$ cat src/rtl/stack_ctx_unit.sv
module stack_ctx_unit #(
  parameter int PTR_W  = 6,
  parameter int ADDR_W = 16,
  parameter int BYTE_W = 8,
  parameter int CC_W   = 5
) (
  input  logic              clk,
  input  logic              rst_n,
  input  logic              cmd_rsp,
  input  logic              cmd_call,
  input  logic              cmd_ret,
  input  logic              cmd_irq,
  input  logic              cmd_rti,
  input  logic [ADDR_W-1:0] pc_in,
  input  logic [BYTE_W-1:0] x_in,
  input  logic [BYTE_W-1:0] a_in,
  input  logic [CC_W-1:0]   ccr_in,
  output logic [ADDR_W-1:0] mem_addr,
  output logic              mem_we,
  output logic              mem_re,
  output logic [BYTE_W-1:0] mem_wdata,
  input  logic [BYTE_W-1:0] mem_rdata,
  output logic [ADDR_W-1:0] pc_out,
  output logic [BYTE_W-1:0] x_out,
  output logic [BYTE_W-1:0] a_out,
  output logic [CC_W-1:0]   ccr_out,
  output logic              busy,
  output logic              done
);

  localparam int HI_W = ADDR_W - PTR_W;
  localparam logic [HI_W-1:0] PAGE = HI_W'(3);
  localparam logic [PTR_W-1:0] TOP = '1;

  typedef enum logic [2:0] {OP_IDLE, OP_CALL, OP_RET, OP_IRQ, OP_RTI} op_t;

  op_t              op;
  logic [2:0]       step;
  logic [PTR_W-1:0] sp;
  logic [ADDR_W-1:0] pc_s;
  logic [BYTE_W-1:0] x_s, a_s;
  logic [CC_W-1:0]   ccr_s;
  logic [2:0]       slot;

  wire idle    = (op == OP_IDLE);
  wire pushing = (op == OP_CALL) || (op == OP_IRQ);
  wire pulling = (op == OP_RET)  || (op == OP_RTI);
  wire big     = (op == OP_IRQ)  || (op == OP_RTI);
  wire [2:0] last = big ? 3'd4 : 3'd1;
  wire [PTR_W-1:0] sp_up = sp + 1'b1;

  assign busy     = !idle;
  assign mem_we   = pushing;
  assign mem_re   = pulling;
  assign mem_addr = {PAGE, pulling ? sp_up : sp};
  assign slot     = pulling ? (last - step) : step;

  always_comb begin
    case (slot)
      3'd0:    mem_wdata = pc_s[7:0];
      3'd1:    mem_wdata = pc_s[15:8];
      3'd2:    mem_wdata = x_s;
      3'd3:    mem_wdata = a_s;
      default: mem_wdata = BYTE_W'(ccr_s);
    endcase
  end

  always_ff @(posedge clk) begin
    if (!rst_n) begin
      op      <= OP_IDLE;
      step    <= '0;
      sp      <= TOP;
      done    <= 1'b0;
      pc_s    <= '0;
      x_s     <= '0;
      a_s     <= '0;
      ccr_s   <= '0;
      pc_out  <= '0;
      x_out   <= '0;
      a_out   <= '0;
      ccr_out <= '0;
    end else begin
      done <= 1'b0;
      if (idle) begin
        step <= '0;
        if (cmd_rsp) begin
          sp <= TOP;
        end else if (cmd_irq) begin
          op    <= OP_IRQ;
          pc_s  <= pc_in;
          x_s   <= x_in;
          a_s   <= a_in;
          ccr_s <= ccr_in;
        end else if (cmd_rti) begin
          op <= OP_RTI;
        end else if (cmd_call) begin
          op   <= OP_CALL;
          pc_s <= pc_in;
        end else if (cmd_ret) begin
          op <= OP_RET;
        end
      end else begin
        sp <= pushing ? sp - 1'b1 : sp_up;
        if (pulling) begin
          case (slot)
            3'd0:    pc_out[7:0]  <= mem_rdata;
            3'd1:    pc_out[15:8] <= mem_rdata;
            3'd2:    x_out        <= mem_rdata;
            3'd3:    a_out        <= mem_rdata;
            default: ccr_out      <= mem_rdata[CC_W-1:0];
          endcase
        end
        if (step == last) begin
          op   <= OP_IDLE;
          done <= 1'b1;
        end else begin
          step <= step + 1'b1;
        end
      end
    end
  end

  p_push_dec_r3: assert property (@(posedge clk) disable iff (!rst_n)
    (mem_we && step != last) |=> (mem_we && mem_addr[PTR_W-1:0] == $past(mem_addr[PTR_W-1:0]) - 1'b1));

  p_pull_inc_r3: assert property (@(posedge clk) disable iff (!rst_n)
    (mem_re && step != last) |=> (mem_re && mem_addr[PTR_W-1:0] == $past(mem_addr[PTR_W-1:0]) + 1'b1));

  p_one_dir_r3: assert property (@(posedge clk) disable iff (!rst_n)
    !(mem_we && mem_re));

  p_rsp_top_r1: assert property (@(posedge clk) disable iff (!rst_n)
    (!busy && cmd_rsp) |=> (!busy && mem_addr == {PAGE, TOP}));

  p_done_end_r9: assert property (@(posedge clk) disable iff (!rst_n)
    done |-> (!busy && $past(busy)));

  p_done_pulse_r9: assert property (@(posedge clk) disable iff (!rst_n)
    done |=> !done);

  p_keep_busy_r10: assert property (@(posedge clk) disable iff (!rst_n)
    (busy && step != last) |=> busy);

  p_hold_out_r11: assert property (@(posedge clk) disable iff (!rst_n)
    !mem_re |=> $stable({pc_out, x_out, a_out, ccr_out}));

endmodule

$ cat config.mk
export PLATFORM = sky130hd
export DESIGN_NAME = stack_ctx_unit
export DESIGN_NICKNAME = d
export VERILOG_FILES = /design/src/rtl/stack_ctx_unit.sv
export SDC_FILE = /design/constraint.sdc
export NUM_CORES = 1
export LEC_CHECK = 0
export ABC_AREA = 1
export BUFFER_PORTS_ARGS = -buffer_cell sky130_fd_sc_hd__buf_2
export CAP_MARGIN = 0
export CORE_ASPECT_RATIO = 1.75
export CORE_MARGIN = 2
export CORE_UTILIZATION = 48
export DETAILED_ROUTE_END_ITERATION = 16
export PLACE_DENSITY_LB_ADDON = 0.25
export SLEW_MARGIN = 20
export SYNTH_ARGS = -nofsm -noshare
export SYNTH_HDL_FRONTEND = slang
export SYNTH_SLANG_ARGS = --single-unit
export TNS_END_PERCENT = 10
$ cat constraint.sdc
create_clock -name clk -period 2.7 [get_ports clk]
set_input_delay 0.54 -clock clk [delete_from_list [all_inputs] [get_ports clk]]
set_output_delay 0.54 -clock clk [all_outputs]
set_load 0.05 [all_outputs]
# Word-level counts from Yosys, hierarchy flattened
# Cells that the tools add are included.
# word_totals
elab_cells,69
regBits,87
output_inout_bits,65
inputBits,52
# op_classes
eq_ne,12
bitwise_logic,4
reduce_logical,18
addsub,4
mux,18
# op_table
cell,n
16-bit two-way mux,3
8-bit case mux with 4 select lines,1
3-bit two-way mux,9
6-bit two-way mux,4
3-bit AND reduction,7
3-bit by 2-bit == test with 1-bit output (second input constant),4
6-bit by 1-bit adder with 6-bit output (second input constant),1
3-bit by 1-bit == test with 1-bit output (second input constant),2
3-bit logical NOT,2
2-bit != test (second input constant),3
6-bit by 1-bit subtractor with 6-bit output (second input constant),1
5-bit != test (second input constant),1
1-bit NOT,4
4-bit AND reduction,1
2-bit nonzero test,2
4-bit OR reduction,1
3-bit by 1-bit adder with 3-bit output (second input constant),1
3-bit == test,1
3-bit == test (second input constant),1
1-bit logical OR,3
3-bit subtractor,1
2-bit OR reduction,1
1-bit logical NOT,1
1-bit two-way mux,1

# Longest topological paths before layout
# depth
ltp_word,9
depth_mapped,17
depth_no_buf,17

# Worst setup path after synthesis
# Ideal clock, no wire load.
# synth_timing
kind,reg-to-output
from,register op[0]
to,output port mem_addr[1]
path_stages_with_launch,8
setup_slack_ns,-0.226
arrival_time_ns,2.386
cell_sequence,dfxtp_1 inv_2 nand2_2 nand2_4 nand2_8 inv_6 clkbuf_1 o21ai_0
# synth_via
elab_chain_cells,3
elab_cells_between_ends,4
classes_between,eq/ne (2); mux (1); reduce/logical (1)
# synth_lines
element,line_no,text
"start, declared",37,op_t op;
"start signal, assigned",70,op <= OP_IDLE;
"start signal, assigned",89,op <= OP_IRQ;
"start signal, assigned",95,op <= OP_RTI;
3-bit by 2-bit == test with 1-bit output / 3-bit == test (equally long branches),47,wire pulling = (op == OP_RET) || (op == OP_RTI);
1-bit logical OR (*),47,
via mem_re,20,"output logic mem_re,"
6-bit two-way mux (*),55,"assign mem_addr = {PAGE, pulling ? sp_up : sp};"
"end, declared",18,"output logic [ADDR_W-1:0] mem_addr,"
# The timed path passes the listed nets; every way through them passes the cells marked *.

# Worst setup path in the final report
# layout_timing
from,register op[1]
to,output port mem_wdata[3]
# layout_via
elab_chain_cells,7
elab_cells_between_ends,13
classes_between,add/sub (1); eq/ne (6); mux (3); reduce/logical (3)
# layout_lines
element,line_no,text
3-bit by 2-bit == test with 1-bit output / 3-bit == test (equally long branches),"48, 47",
1-bit logical OR,48,wire big = (op == OP_IRQ) || (op == OP_RTI);
3-bit two-way mux,49,wire [2:0] last = big ? 3'd4 : 3'd1;
3-bit subtractor,56,assign slot = pulling ? (last - step) : step;
3-bit two-way mux (*),56,
"3-bit by 2-bit == test with 1-bit output, or another cell as far along",59,case (slot)
8-bit case mux with 4 select lines (*),59,
"end, declared",21,"output logic [BYTE_W-1:0] mem_wdata,"
# Every way passes the cells marked *; elsewhere a longest branch is shown, timed or not.

==> key figures <==
Worst setup path
  – CP bufs+invs: 5
  – Critical path startpoint: op[1]
  – CP endpoint kind: primary output
  – Critical path arrival: 2.43 ns
  – Largest delay contributor family on the critical path: simple AND/OR/NAND/NOR gates
  – CP Class: reg -> out
  – Reg2reg start: op[1]
  – CP cell instances: o21ai_4 > nand2_2 > inv_2 > ha_4 > inv_2 > ha_4 > nand3_4 > nand2_4 > inv_4 > buf_6 > nor2_4 > nand4_1 > nand2_1 > nor2_1 > nand2_1 > buf_6
  – CP max-delay cell: dfxtp_4
  – Max stage delay on crit path: 0.36 ns
  – Crit path launch type: register
  – Critical path peak fanout: 4
  – Data required, critical path: 2.16 ns

Yosys
  – Synthesis Warnings: 0
  – Mapped Area: 0.00439 sq mm
  – Number of cells produced by synthesis: 626
  – Mean Syn Cell Area: 7.02 sq um
  – Post-synthesis sequential area ratio: 0.396
  – Register bit total from synthesis: 87
  – Yosys cell types: 38

Placement
  – Routability cong.: 0.859
  – Port Buf Inserts: 106
  – DP Worst Slack: -0.110 ns
  – DPL Wire Length: 8660 microns
  – Cell area after placement: 0.00508 sq mm
  – Placed Instances: 850

STA
  – Max_slew headroom: 0.584
  – Final WS setup: -0.266 ns
  – Final setup violating endpoints: 8
  – F_max: 337 MHz
  – Worst Max-Slew Pin Slew: 0.623 ns
  – Final Slew Violations: 0
  – RSZ-0062 raised after global routing: yes
  – Final Cycle Share: 1.10
  – Fin crit period: 2.97 ns
  – Final hold violation count: 0
  – Setup TNS: -1.79 ns
  – Final Skew: 0.00882 ns

Die
  – Starting Density: 0.489
  – Overall die width: 76.3 microns
  – Die ar.: 0.00996 sq mm
  – I/O pins: 117
  – Core area: 0.00898 sq mm
  – Die Ht: 131 microns
  – Std-Cell Rows: 46

Power and ir drop
  – Peak VDD IR: 0.000451 V
  – Lkg Pwr: 2.85 nW
  – PwrDens: 705 mW/mm^2

Clock tree
  – Clock Sinks: 87
  – # hold bufs at CTS: 0
  – CTS root buffer: clkbuf_16
  – Clock-pin slew on the worst setup and hold paths: 0.06 ns
  – Clk_lat worst skew: 0.34 ns
  – CTS Buf Count: 9
  – CTS tree: done
  – Clock tree buffer depth: 2
  – CTS H-Tree Depth: 3

Routing
  – Routed WL: 12000 microns
  – DR WL/cell: 13.8 microns
  – Iter 0 DRT Violations: 200
  – Vias per inst: 4.93
  – TritonRoute pass-1 iters: 6
  – Vias: 4299
  – Post-DRT Antenna Nets: 0
  – Drc violations: 0

GRT
  – Antenna violations before repair: 0
  – Gr usage total: 0.240
  – GR Overflow Total: 0
  – Largest net degree at the start of global routing: 34
  – First-pass GRT wire length: 19100 microns
  – Number of global-route vias before repair: 4143

Worst hold path
  – Hold Crit Start: ccr_in[0]
  – Worst hold path type: in -> reg

Cells and area
  – Post-route cell area: 0.00557 sq mm
  – Final nets: 804
  – Fin cells: 872
  – Area grow syn2layout: 26.8%
  – Layout cells sized above 1: 0.259
  – Antenna diode count: 0

Run status
  – Status: finished, violations left
  – Failing checks: negative setup slack

Run
  – Max-capacitance violation count: 0
[logic make-up (layout without fill, tap and decap cells)]
group / after synthesis / count (layout) / synth area share
AO/OA/AOI/OAI: 83 / 83 / 0.105
buffers and inverters: 119 / 235 / 0.124
XOR/XNOR: 9 / 9 / 0.0179
other: 2 / 10 / 0.00171
AND/OR/NAND/NOR: 321 / 323 / 0.341
adder cells (fa/ha/maj): 5 / 5 / 0.0142
flip-flops: 87 / 87 / 0.396
[metrics by stage]
stage / util / hold slack [ns] / power [mW]
detailed placement: 0.566 / 0.439 / 2.59
global placement: 0.566 / 0.435 / 2.56
floorplan: - / 0.424 / 2.32
global route: 0.620 / 0.429 / 4.10
finish: 0.620 / 0.417 / 3.92
CTS: 0.614 / 0.414 / 3.92
[path summary, 6_finish.rpt]
kind,to,slack [ns],cells after the start
worst max register to register,x_out[6],0.24,17
worst min register to register,pc_s[10],0.45,2
worst min-delay path,ccr_s[0],0.42,3
worst max-delay path,mem_wdata[3],-0.27,16
[final cells by class]
cell class                      instances  area (sq um)
Inverter                               84           323
Fill cell                             836          3410
Timing Repair Buffer                  135           815
Sequential cell                        87          1750
Tap cell                              120           150
Clock inverter                          5          56.3
Multi-Input combinational cell        430          2220
Clock buffer                           11           253
[registers in the layout, summed over array words and instances, names as in the netlist]
| name | flops |
|---|---|
| a_s | 8 |
| done | 1 |
| sp | 6 |
| ccr_s | 5 |
| step | 3 |
| x_out | 8 |
| pc_out | 16 |
| a_out | 8 |
| op | 3 |
| x_s | 8 |
| ccr_out | 5 |
| pc_s | 16 |
[synth_stat cells, drive strengths merged]
cell type | count | share of area
nand3 | 22 | 0.028
a21oi | 27 | 0.031
xor2 | 7 | 0.014
o21ai | 49 | 0.059
nor3 | 1 | 0.0011
inv | 82 | 0.072
o211ai | 3 | 0.0051
buf | 22 | 0.039
clkinv | 2 | 0.0017
nor2 | 126 | 0.12
o22ai | 1 | 0.0014
dfxtp | 87 | 0.40
nand4 | 29 | 0.055
nand2 | 143 | 0.13
conb | 2 | 0.0017
ha | 5 | 0.014
xnor2 | 2 | 0.0040
clkbuf | 13 | 0.011
a32oi | 1 | 0.0020
o31ai | 1 | 0.0017
a31oi | 1 | 0.0048
[what timing repair did]
action                                  CTS  global route
endpoints found under the setup margin    8             9
buffers inserted                          2             2
resized for setup                        25            13
pin swaps                                 7            16
gates cloned                              2             0
endpoints found under the hold margin     0             0
[layer usage]
layer  vias up  global-route usage  routed length (microns)
li1       2182                   -                        -
met2       141               0.466                     6690
met4         0              0.0984                      262
met5         -                   0                        0
met1      1952               0.242                     4400
met3        24              0.0611                      690
[power by group]
part           switching [mW]  leakage (nW)  internal, mW  total (mW)
Combinational           0.827          1.99         0.357        1.18
Clock                   0.513         0.152         0.766        1.28
Sequential             0.0689         0.712          1.39        1.46
Total                    1.41          2.85          2.52        3.92
[worst reg2reg max path, delay by kind of cell (launching register included)]
kind	cells	cell delay, ns
buffers and inverters	6	0.54
AOI/OAI and AO/OA	1	0.16
adders and majority gates	2	0.41
DFF	1	0.36
and+or+nand+nor	8	0.94
[cells in the final DEF (no fill, tap or decap), types with 10 or more instances in the layout]
cell,n
nand4_1,25
nand2_1,132
nor2_1,119
nand3_1,19
conb_1,10
buf_2,98
inv_1,74
buf_4,27
dfxtp_1,84
o21ai_0,47
a21oi_1,27
Note: power is estimated with default switching activity, not from simulation.
